## src/rtl/irqc_pkg.sv

```systemverilog
package irqc_pkg;
    typedef enum logic [2:0] {
        ST_WAIT_ICW1,
        ST_ICW2,
        ST_ICW3,
        ST_ICW4,
        ST_READY
    } init_st_t;

    localparam int SEL_INIT_BIT = 4;  // even-port: start of setup
    localparam int SEL_EOI_BIT  = 5;  // even-port: end-of-interrupt command
    localparam int TRIG_BIT     = 3;  // first word: 1 = level
    localparam int SPACING_BIT  = 2;  // first word: stored only
    localparam int AUTO_BIT     = 1;  // fourth word: automatic EOI
    localparam int NEST_BIT     = 4;  // fourth word: stored only
endpackage

```

## src/rtl/irqc_seq.sv

```systemverilog
module irqc_seq
    import irqc_pkg::*;
#(
    parameter int W = 8,
    localparam int IDX_W = $clog2(W),
    localparam int BASE_W = W - IDX_W
) (
    input  logic              clk,
    input  logic              rst_n,
    input  logic              addr_odd,
    input  logic              wr_en,
    input  logic [W-1:0]      wr_data,
    output init_st_t          state,
    output logic              init_stb,
    output logic              eoi_stb,
    output logic              level_mode,
    output logic              spacing4,
    output logic              nest_en,
    output logic              auto_eoi,
    output logic [BASE_W-1:0] base_hi,
    output logic [W-1:0]      cascade_cfg,
    output logic [W-1:0]      mask
);
    init_st_t nxt;
    logic     odd_wr;

    assign odd_wr   = wr_en && addr_odd;
    assign init_stb = wr_en && !addr_odd && wr_data[SEL_INIT_BIT];
    assign eoi_stb  = wr_en && !addr_odd && !wr_data[SEL_INIT_BIT] &&
                      wr_data[SEL_EOI_BIT] && (state == ST_READY) && !auto_eoi;

    always_comb begin
        nxt = state;
        if (init_stb) begin
            nxt = ST_ICW2;
        end else if (odd_wr) begin
            unique case (state)
                ST_ICW2: nxt = ST_ICW3;
                ST_ICW3: nxt = ST_ICW4;
                ST_ICW4: nxt = ST_READY;
                default: nxt = state;
            endcase
        end
    end

    always_ff @(posedge clk) begin
        if (!rst_n) state <= ST_WAIT_ICW1;
        else        state <= nxt;
    end

    always_ff @(posedge clk) begin
        if (!rst_n) begin
            level_mode  <= 1'b0;
            spacing4    <= 1'b0;
            nest_en     <= 1'b0;
            auto_eoi    <= 1'b0;
            base_hi     <= '0;
            cascade_cfg <= '0;
            mask        <= '1;
        end else if (init_stb) begin
            level_mode <= wr_data[TRIG_BIT];
            spacing4   <= wr_data[SPACING_BIT];
            auto_eoi   <= 1'b0;
            mask       <= '0;
        end else if (odd_wr) begin
            unique case (state)
                ST_ICW2:  base_hi <= wr_data[W-1:IDX_W];
                ST_ICW3:  cascade_cfg <= wr_data;
                ST_ICW4: begin
                    auto_eoi <= wr_data[AUTO_BIT];
                    nest_en  <= wr_data[NEST_BIT];
                end
                ST_READY: mask <= wr_data;
                default:  ;
            endcase
        end
    end
endmodule

```

## src/rtl/irqc_req.sv

```systemverilog
module irqc_req #(
    parameter int W = 8
) (
    input  logic         clk,
    input  logic         rst_n,
    input  logic [W-1:0] irq_in,
    input  logic         level_mode,
    input  logic         init_stb,
    input  logic [W-1:0] ack_clr,
    output logic [W-1:0] pend
);
    logic [W-1:0] sync_a, sync_b, sync_c, edge_q;

    for (genvar i = 0; i < W; i++) begin : g_line
        always_ff @(posedge clk) begin
            if (!rst_n) begin
                sync_a[i] <= 1'b0;
                sync_b[i] <= 1'b0;
                sync_c[i] <= 1'b0;
                edge_q[i] <= 1'b0;
            end else begin
                sync_a[i] <= irq_in[i];
                sync_b[i] <= sync_a[i];
                sync_c[i] <= sync_b[i];
                if (init_stb)
                    edge_q[i] <= 1'b0;
                else if (sync_b[i] && !sync_c[i])
                    edge_q[i] <= 1'b1;
                else if (ack_clr[i])
                    edge_q[i] <= 1'b0;
            end
        end
        assign pend[i] = level_mode ? sync_b[i] : edge_q[i];
    end
endmodule

```

## src/rtl/irqc_arb.sv

```systemverilog
module irqc_arb #(
    parameter int W = 8,
    localparam int IDX_W = $clog2(W),
    localparam int BASE_W = W - IDX_W
) (
    input  logic              clk,
    input  logic              rst_n,
    input  logic              ready,
    input  logic [W-1:0]      pend,
    input  logic [W-1:0]      mask,
    input  logic              inta,
    input  logic              eoi_stb,
    input  logic              init_stb,
    input  logic              auto_eoi,
    input  logic [BASE_W-1:0] base_hi,
    output logic              int_out,
    output logic [W-1:0]      vec_out,
    output logic [W-1:0]      ack_clr,
    output logic [W-1:0]      isr
);
    logic [W-1:0]     req_m, isr_n;
    logic [IDX_W-1:0] win_idx, isr_idx;
    logic             win_any, isr_any, take;

    function automatic logic [IDX_W:0] first_set(input logic [W-1:0] v);
        logic [IDX_W:0] r;
        r = '0;
        for (int i = W - 1; i >= 0; i--)
            if (v[i]) r = {1'b1, IDX_W'(i)};
        return r;
    endfunction

    assign req_m              = pend & ~mask;
    assign {win_any, win_idx} = first_set(req_m);
    assign {isr_any, isr_idx} = first_set(isr);
    assign int_out = ready && win_any && (!isr_any || (win_idx < isr_idx));
    assign take    = inta && int_out;
    assign ack_clr = take ? (W'(1) << win_idx) : '0;

    always_comb begin
        isr_n = isr;
        if (eoi_stb && isr_any) isr_n[isr_idx] = 1'b0;
        if (take && !auto_eoi)  isr_n[win_idx] = 1'b1;
        if (init_stb)           isr_n = '0;
    end

    always_ff @(posedge clk) begin
        if (!rst_n) begin
            isr     <= '0;
            vec_out <= '0;
        end else begin
            isr <= isr_n;
            if (inta)
                vec_out <= take ? {base_hi, win_idx} : {base_hi, {IDX_W{1'b1}}};
        end
    end
endmodule

```

## src/rtl/irqc_core.sv

```systemverilog
module irqc_core
    import irqc_pkg::*;
#(
    parameter int W = 8,
    localparam int IDX_W = $clog2(W),
    localparam int BASE_W = W - IDX_W
) (
    input  logic         clk,
    input  logic         rst_n,
    input  logic         addr_odd,
    input  logic         wr_en,
    input  logic [W-1:0] wr_data,
    input  logic         rd_en,
    output logic [W-1:0] rd_data,
    input  logic [W-1:0] irq_in,
    output logic         int_out,
    input  logic         inta,
    output logic [W-1:0] vec_out
);
    init_st_t          st_w;
    logic              init_stb, eoi_stb, level_mode, spacing4, nest_en, auto_eoi;
    logic [BASE_W-1:0] base_hi;
    logic [W-1:0]      cascade_cfg, mask, pend, ack_clr, isr;

    irqc_seq #(.W(W)) u_seq (
        .clk(clk), .rst_n(rst_n), .addr_odd(addr_odd), .wr_en(wr_en),
        .wr_data(wr_data), .state(st_w), .init_stb(init_stb), .eoi_stb(eoi_stb),
        .level_mode(level_mode), .spacing4(spacing4), .nest_en(nest_en),
        .auto_eoi(auto_eoi), .base_hi(base_hi), .cascade_cfg(cascade_cfg),
        .mask(mask)
    );

    irqc_req #(.W(W)) u_req (
        .clk(clk), .rst_n(rst_n), .irq_in(irq_in), .level_mode(level_mode),
        .init_stb(init_stb), .ack_clr(ack_clr), .pend(pend)
    );

    irqc_arb #(.W(W)) u_arb (
        .clk(clk), .rst_n(rst_n), .ready(st_w == ST_READY), .pend(pend),
        .mask(mask), .inta(inta), .eoi_stb(eoi_stb), .init_stb(init_stb),
        .auto_eoi(auto_eoi), .base_hi(base_hi), .int_out(int_out),
        .vec_out(vec_out), .ack_clr(ack_clr), .isr(isr)
    );

    assign rd_data = (rd_en && addr_odd) ? mask : '0;
endmodule

```

## config.mk

```make
export PLATFORM = sky130hd
export DESIGN_NAME = irqc_core
export DESIGN_NICKNAME = d
export VERILOG_FILES = /design/src/rtl/irqc_pkg.sv /design/src/rtl/irqc_seq.sv /design/src/rtl/irqc_req.sv /design/src/rtl/irqc_arb.sv /design/src/rtl/irqc_core.sv
export SDC_FILE = /design/constraint.sdc
export NUM_CORES = 1
export LEC_CHECK = 0
export CAP_MARGIN = 20
export CELL_PAD_IN_SITES_DETAIL_PLACEMENT = 1
export CELL_PAD_IN_SITES_GLOBAL_PLACEMENT = 1
export CORE_UTILIZATION = 47
export CTS_BUF_LIST = sky130_fd_sc_hd__clkbuf_8
export CTS_CLUSTER_DIAMETER = 80
export DETAILED_ROUTE_END_ITERATION = 10
export GPL_TIMING_DRIVEN = 0
export PLACE_DENSITY = 0.95
export SLEW_MARGIN = 5
export SYNTH_ARGS = -nofsm -noshare
export SYNTH_HDL_FRONTEND = slang
export SYNTH_SLANG_ARGS = --single-unit
```

## constraint.sdc

```tcl
create_clock -name clk -period 5.1 [get_ports clk]
set_input_delay 1.02 -clock clk [delete_from_list [all_inputs] [get_ports clk]]
set_output_delay 1.02 -clock clk [all_outputs]
set_load 0.05 [all_outputs]
```

## Yosys cells after proc, flatten, opt, wreduce, memory -nomap -nowiden

Cells that the tools add are included.

| word-level totals | value |
|---|---|
| output and inout bits | 17 |
| logic and storage cells | 166 |
| bits of input ports | 22 |
| register bits | 66 |

| operators by class | value |
|---|---|
| bitwise operators | 7 |
| multiplexer cells | 55 |
| equality and inequality tests | 4 |
| reduce and logical (&&, ||, !) cells | 54 |
| shift-type cells | 1 |
| magnitude comparators | 5 |

Operators with widths:

| operator | number |
|---|---|
| 4-bit two-way mux | 16 |
| 8-bit two-way mux | 7 |
| 1-bit two-way mux | 28 |
| 1-bit logical AND | 23 |
| 2-bit nonzero test | 10 |
| 8-bit AND | 2 |
| 8-bit inverter | 2 |
| 1-bit logical NOT | 12 |
| 3-bit case mux with 3 select lines | 1 |
| 3-bit by 4-bit less-than comparator with 1-bit output, second input constant | 2 |
| 8-bit OR | 1 |
| 2-bit AND reduction | 4 |
| 1-bit by 3-bit << shifter with 8-bit output, first input constant | 1 |
| 1-bit demux with 3-bit select | 2 |
| 3-bit by 2-bit equality test with 1-bit output, second input constant | 2 |
| 3-bit by 1-bit >= comparator with 1-bit output, second input constant | 2 |
| 4-bit nonzero test | 1 |
| 3-bit by 1-bit equality test with 1-bit output, second input constant | 1 |
| 3-bit equality test, second input constant | 1 |
| 3-bit less-than comparator | 1 |
| 3-bit two-way mux | 1 |
| 3-bit AND reduction | 1 |
| 3-bit nonzero test | 1 |
| 1-bit inverter | 2 |
| other kinds (2) | 2 |

## Longest topological paths before layout

Gate-level depths: netlist (run 1).

| logic depth | value |
|---|---|
| depth after elaboration | 17 |
| mapped depth | 13 |
| gate-level depth less buffers | 12 |

## By module

A second synthesis (run 1) with hierarchy kept.

| second synthesis, totals | value |
|---|---|
| cell total of the unflattened synthesis | 348 |
| area, all modules | 3,405.8 um2 |

Modules (own cells, without submodules):

| module | cells each | sequential area each (um2) | area each (um2) | times used |
|---|---|---|---|---|
| irqc_seq | 117 | 560.5 | 1,142.3 | 1 |
| irqc_req | 93 | 640.6 | 1,119.8 | 1 |
| irqc_arb | 129 | 320.3 | 1,086.0 | 1 |
| irqc_core | 9 | 0.0 | 57.6 | 1 |

## Worst setup path before layout (run 1)

No wires, ideal clock.

| path | value |
|---|---|
| kind | reg2out |
| from | register u_seq.level_mode |
| to | output port int_out |
| stages on the path, launching flop included | 12 |
| data required time | 4.080 ns |
| data arrival time | 2.655 ns |
| path buffers | 1 |
| path slack | 1.425 ns |
| path through | dfxtp_1 > buf_6 > mux2_4 > o2bb2ai_2 > nor3b_1 > and2b_1 > ha_1 > a21oi_1 > nand2_1 > a21oi_1 > a21boi_0 > a22o_2 |

| between the ends | value |
|---|---|
| word-level cells in the longest chain between the ends | 13 |
| elaborated cells between the ends (all ways) | 21 |
| those cells by class | 1 x order compare; 16 x mux; 1 x bitwise; 3 x reduce/logical |

Ends and longest elaborated chain:

| item | line | source |
|---|---|---|
| from (decl) | irqc_seq.sv:16 | `output logic level_mode,` |
| from (signal assigned) | irqc_seq.sv:61 | `level_mode <= wr_data[TRIG_BIT];` |
| 1-bit two-way mux | irqc_req.sv:33 | `assign pend[i] = level_mode ? sync_b[i] : edge_q[i];` |
| 8-bit AND * | irqc_arb.sv:33 | `assign req_m = pend & ~mask;` |
| 4-bit two-way mux (7 in series) | irqc_arb.sv:29 | `if (v[i]) r = {1'b1, IDX_W'(i)};` |
| 4-bit two-way mux * | irqc_arb.sv:29 |  |
| 3-bit less-than comparator | irqc_arb.sv:36 | `assign int_out = ready && win_any && (!isr_any \|\| (win_idx < isr_idx));` |
| 1-bit logical OR | irqc_arb.sv:36 |  |
| 1-bit logical AND * | irqc_arb.sv:36 |  |
| to (decl) | irqc_core.sv:16 | `output logic int_out,` |

Every way passes the cells marked *; elsewhere a longest branch is shown, timed or not.

## Worst setup path in the final report (run 1)

Ends and elaborated chain as after synthesis.

==> results of run 1 <==
[per-layer routing]
metal / wire length, um / global-route usage, % / up-vias / part of all wire [%]
met5: 0 / 0 / - / 0
met4: 299 / 15.9 / 0 / 3.5
met3: 251 / 5.11 / 27 / 3.0
met2: 4310 / 52.3 / 53 / 51
met1: 3630 / 32.1 / 1234 / 43
li1: - / - / 1159 / -
[synthesized netlist by cell type, drive strengths merged (3+ instances only)]
library cell | count | area share [%]
a21oi | 13 | 2.2
and2 | 25 | 5.4
and3 | 12 | 2.6
clkbuf | 8 | 1.4
dfxtp | 66 | 46
inv | 7 | 0.91
mux2i | 25 | 8.6
nand2 | 15 | 1.9
nand2b | 7 | 1.8
nand3 | 6 | 1.2
nor2 | 15 | 1.9
nor2b | 16 | 3.5
nor3 | 4 | 0.69
nor4 | 3 | 1.2
o211ai | 4 | 1.2
o21ai | 21 | 3.9
o22ai | 4 | 1.1
o31ai | 6 | 1.7
or2 | 6 | 1.4
[timing repair]
item / in CTS / in global routing
buffers inserted: 0 / 0
setup endpoints to repair: 1 / 1
resized for setup: 2 / 2
hold buffers: 0 / 0
[cell type report]
type                    instances  area, um^2  share of cell area [%]
multi-input cells             215        1500                    41.9
flip-flops and latches         66        1320                    36.9
repair buffers                 37         369                    10.3
clock buffers                  11         151                    4.23
well taps                      75        93.8                    2.62
plain buffers                  11        65.1                    1.82
clock inverters                 5        52.6                    1.47
inverters                       7        26.3                   0.734
[report_power, final]
group	internal (mW)	switching (mW)
clock network	0.250	0.206
logic	0.0498	0.0681
registers	0.533	0.0122
total	0.833	0.286
[logic make-up after synthesis]
family	after synthesis
and+or+nand+nor	122
DFF	66
AOI/OAI and AO/OA	65
muxes	26
buffers and inverters	18
adders and majority gates	2
[worst max-delay path: stages (launching register included)]
cell and delay [ns]:
dfxtp_1 0.33, buf_6 0.17, mux2_4 0.34, o2bb2ai_2 0.14, a311oi_2 0.32, or2_2 0.25, inv_1 0.13, ha_1 0.23
a21oi_1 0.13, nand2_1 0.08, a21oi_2 0.31, a21boi_0 0.26, a22o_2 0.21, dlygate4sd2_1 0.53
[worst max-delay path by stage]
| stage | endpoint | slack [ns] | cells past startpoint |
|---|---|---|---|
| after floorplan | int_out | 1.42 | 11 |
| after global placement | int_out | 0.41 | 12 |
| after detailed placement | int_out | 0.30 | 12 |
| after CTS | int_out | 0.17 | 12 |
| after global routing | int_out | 0.08 | 13 |
| final | int_out | 0.29 | 13 |
[sequential cells by signal, indices dropped and copies added (netlist names)]
signal,cells
u_arb.isr,8
u_arb.vec_out,8
u_req.edge_q,8
u_req.sync_a,8
u_req.sync_b,8
u_req.sync_c,8
u_seq.auto_eoi,1
u_seq.base_hi,5
u_seq.level_mode,1
u_seq.mask,8
u_seq.state,3
[through the flow]
step	utilization [%]	setup WS (ns)	instances	area [um^2]	power, mW
2_1_floorplan	-	1.42	299	2900	0.622
3_3_place_gp	56.8	0.408	411	3360	0.665
3_5_place_dp	56.8	0.301	411	3360	0.671
4_1_cts	60.3	0.172	427	3570	1.12
5_1_grt	60.5	0.0772	427	3580	1.15
6_report	60.5	0.288	427	3580	1.12
==> flow_metrics.py, run 1 <==
metrics = {
    "global_route": {
        "grt_max_degree": 12,
        "antenna_found_initial": 0,
        "grt_pass1_vias": 2704,
        "grt_usage_pct": 29.1,
        "grt_pass1_wl_um": 13800,
        "grt-ovfl-total": 0,
    },
    "timing": {
        "finalCriticalPeriod_ns": 4.81,
        "max_freq_ghz": 0.208,
        "fin_setup_tns_ns": 0,
        "hold_violations": 0,
        "slew_violations": 0,
        "setup_viol": 0,
        "rsz0062_at_grt": "false",
        "clock_skew_ns": 0.00929,
        "relSlewSlack_pct": 37.0,
        "fin_hold_ws_ns": 0.433,
        "worstMarginPinSlew_ns": 0.939,
        "post-route-period-util_pct": 94.4,
    },
    "yosys": {
        "synth-simple-area-share_pct": 25.3,
        "synth-edff-count": 0,
        "synth_nets": 323,
        "synth_ff_type": "dfxtp_1",
        "synth_async_sr_flop_share_pct": 0,
        "synthXorXnorAreaFrac_pct": 0,
        "yosys.cell_types.count": 57,
        "synth_compound_area_share_pct": 16.0,
        "synthMuxAreaShare_pct": 9.15,
        "synth_top_family_by_area": "simple AND/OR/NAND/NOR gates",
        "yosys_warnings": 0,
        "netlist_area_um2": 2900,
        "ys_seq_area_share_pct": 45.6,
        "synth_seq_cells": 66,
        "syn-instance-count": 299,
        "syn_area_per_cell_um2": 9.70,
        "synth_fa_ha_area_share_pct": 0.863,
    },
    "placement": {
        "place_congestion": 0.833,
        "dp_hpwl_um": 5760,
        "io_buffers": 37,
    },
    "floorplan": {
        "die_w_um": 80.6,
        "boundaryPins": 39,
        "floorplan.rows": 28,
        "die_h_um": 80.6,
        "die_area_um2": 6490,
        "initial_utilization_pct": 49.0,
        "core_region_area_um2": 5920,
    },
    "drt": {
        "drc": 0,
        "wl_per_cell_um": 19.9,
        "drtPass1Iterations": 4,
        "wl_um": 8490,
        "viasPerCell": 5.79,
        "drt_iter0_drc": 93,
        "ant_nets": 0,
        "vias": 2473,
    },
    "worst_setup_path": {
        "reg2reg_depth": 12,
        "crit_required_ns": 4.08,
        "regToRegStartpoint": "u_seq.level_mode",
        "arrival_ns": 3.79,
        "start_kind": "flip-flop",
        "endpoint_kind": "output port",
        "ff2ff_setup_slack_ns": 1.69,
        "crit_fanout": 9,
        "reg2reg_to": "u_req.edge_q[7]",
        "path_class": "reg -> out",
        "crit_start": "u_seq.level_mode",
    },
    "pwr": {
        "p_leak_nw": 1.34,
        "worst_ir_drop_vdd_uv": 200,
        "power_density_nw_per_um2": 312,
    },
    "min_path": {
        "hold_end": "u_req.sync_b[4]",
        "hold_start": "u_req.sync_a[4]",
        "min_path_cells": 1,
        "worstHoldPathType": "reg -> reg",
    },
    "cells_and_area": {
        "num-nets-final": 371,
        "drive_above_1_share_pct": 13.1,
        "syn2layout_area_growth_pct": 23.5,
        "final_common_cell": "dfxtp_1",
        "mostFrequentLayoutCells": "dfxtp_1 (66), clkdlybuf4s50_1 (36), mux2i_1 (25), and2_1 (25), o21ai_0 (18)",
        "fillers": 687,
        "antenna_cells": 0,
    },
    "clocking": {
        "numClockSinks": 66,
        "numCtsBuffers": 9,
        "root_buffer": "clkbuf_8",
        "cts_tree": "built",
        "cts.clk_slew.worst_paths_ns": 0.07,
        "cts_buffer_depth": 2,
        "htree_levels": 3,
        "clock_latency_ns": 0.35,
    },
    "outcome": {
        "status": "finished clean",
    },
    "run": {
        "cap_viol_max_count": 0,
    },
}
No activity file was read; power rests on OpenSTA's default activity.
==> run 2, diff against run 1 <==
Settings changed: ABC_CLOCK_PERIOD_IN_PS set to 5100.
==> results of run 2 <==
No change in the layout: final DEF, timing and power equal those of run 1.
==> run 3, diff against run 2 <==
Settings changed: CORE_UTILIZATION 47 to 49, SYNTH_HIERARCHICAL set to 1.
==> run 3 against run 2 <==
  * Fmax decreased by 1.4%
  * Power rose by 4.7%
  * Die area is 1.1% higher
  * Hold slack improved by 0.017 ns
  * Largest power group unchanged
  * Largest cell class unchanged
  * Routed wire length decreased by 3.9%
  * Clock power up 9.7%
  * Cell count up 3.7%
  * Synthesized cell count increased by 5.4%
==> flow_metrics.py, run 3 <==
metrics = {
    "outcome": {
        "status": "finished clean",
    },
    "drt": {
        "drc": 0,
        "wl_um": 8160,
        "vias": 2458,
        "wl_per_cell_um": 18.4,
        "drtPass1Iterations": 4,
        "drt_iter0_drc": 96,
        "viasPerCell": 5.55,
        "ant_nets": 0,
    },
    "timing": {
        "worstMarginPinSlew_ns": 0.699,
        "clock_skew_ns": 0.0105,
        "max_freq_ghz": 0.205,
        "rsz0062_at_grt": "false",
        "fin_setup_tns_ns": 0,
        "relSlewSlack_pct": 53.3,
        "post-route-period-util_pct": 95.7,
        "setup_viol": 0,
        "hold_violations": 0,
        "finalCriticalPeriod_ns": 4.88,
        "slew_violations": 0,
    },
    "floorplan": {
        "die_h_um": 81.0,
        "initial_utilization_pct": 51.3,
        "core_region_area_um2": 5960,
        "die_w_um": 81.0,
        "die_area_um2": 6560,
        "boundaryPins": 39,
        "floorplan.rows": 28,
    },
    "yosys": {
        "yosys_warnings": 6,
        "syn-instance-count": 315,
        "synth_nets": 339,
        "netlist_area_um2": 3060,
        "syn_area_per_cell_um2": 9.70,
    },
    "clocking": {
        "numClockSinks": 66,
        "cts_buffer_depth": 2,
        "postCtsHoldBufs": 0,
        "cts_setup_buffers": 0,
        "htree_levels": 3,
        "numCtsBuffers": 9,
        "cts_tree": "built",
        "cts_resized": 0,
        "cts.clk_slew.worst_paths_ns": 0.08,
        "root_buffer": "clkbuf_8",
        "clock_latency_ns": 0.36,
    },
    "worst_setup_path": {
        "crit_fanout": 8,
        "path_class": "reg -> out",
        "arrival_ns": 3.86,
        "start_kind": "flip-flop",
        "regToRegStartpoint": "u_seq/level_mode",
        "crit_required_ns": 4.08,
        "crit_start": "u_seq/level_mode",
        "endpoint_kind": "output port",
    },
    "pwr": {
        "power_density_nw_per_um2": 313,
        "share_seq_of_total_power_pct": 46.5,
        "power_frac_clock_pct": 42.6,
        "p_leak_nw": 1.48,
        "combPwrFrac_pct": 10.9,
        "p_sw_share_pct": 25.8,
        "internal_power_mw": 0.869,
        "worst_ir_drop_vdd_uv": 249,
        "totalPowerFinal_mw": 1.17,
        "power.switching_mw": 0.302,
    },
    "cells_and_area": {
        "regArea_um2": 1320,
        "num-nets-final": 387,
        "stdcell_area_um2": 3740,
        "fillers": 678,
        "antenna_cells": 0,
        "drive_above_1_share_pct": 17.4,
        "syn2layout_area_growth_pct": 22.5,
        "multi_input_area_um2": 1630,
        "mostFrequentLayoutCells": "dfxtp_1 (66), clkdlybuf4s50_1 (37), and2_1 (25), nand2_1 (23), nand2b_1 (22)",
        "final_common_cell": "dfxtp_1",
    },
    "placement": {
        "place_congestion": 0.870,
        "dp_hpwl_um": 6090,
        "io_buffers": 37,
        "placed_area_um2": 3520,
    },
    "run": {
        "cap_viol_max_count": 0,
    },
    "global_route": {
        "grt_pass1_vias": 2622,
        "antenna_found_initial": 0,
        "grt_usage_pct": 27.0,
        "grt_max_degree": 18,
        "grt-ovfl-total": 0,
        "grt_pass1_wl_um": 12900,
    },
    "min_path": {
        "hold_start": "u_req/sync_a[5]",
        "worstHoldPathType": "reg -> reg",
    },
}
run 3: critical path, stage by stage, from the launching register on:
cell,delay (ns)
dfxtp_1,0.36
buf_6,0.17
mux2_4,0.31
nor2b_4,0.15
nor4_4,0.51
nor2b_1,0.21
ha_1,0.26
a21o_1,0.19
a21oi_1,0.19
a21o_1,0.19
and3_1,0.18
clkdlybuf4s50_1,0.80
run 3: power groups by stage:
stage	combinational [mW]	sequential, mW	clock, mW
finish	0.127	0.545	0.499
global route	0.135	0.547	0.529
CTS	0.128	0.545	0.509
detailed placement	0.126	0.557	0
global placement	0.120	0.555	0
floorplan	0.0731	0.559	0
run 3: worst paths after layout:
check | to | slack (ns) | cells after the start
worst max-delay path | int_out | 0.22 | 11
worst min-delay path | u_req/sync_b[5] | 0.45 | 1
worst max register to register | u_req/edge_q[2] | 1.98 | 13
worst min register to register | u_req/sync_b[5] | 0.45 | 1
run 3: final cells by class:
cell class | count | area share, %
Buffer | 14 | 2.34
Clock buffer | 9 | 3.31
Inverter | 5 | 0.501
Timing Repair Buffer | 37 | 9.89
Tap cell | 75 | 2.51
Sequential cell | 66 | 35.3
Multi-Input combinational cell | 230 | 43.5
Clock inverter | 7 | 2.64
run 3: metrics by stage:
stage               worst slack, ns  instances  hold slack, ns  util (%)
floorplan                      1.41        315           0.412         -
global route                 0.0765        443           0.462      62.9
CTS                           0.194        443           0.451      62.9
detailed placement            0.603        427           0.426      59.1
finish                        0.222        443           0.450      62.9
global placement              0.669        427           0.415      59.1
run 3: layer usage:
layer	part of all wire (%)	vias up	track usage (%)
li1	-	1190	-
met1	41	1211	27.9
met2	54	41	51.4
met3	3.1	16	5.96
met4	1.9	0	12.1
met5	0	-	0
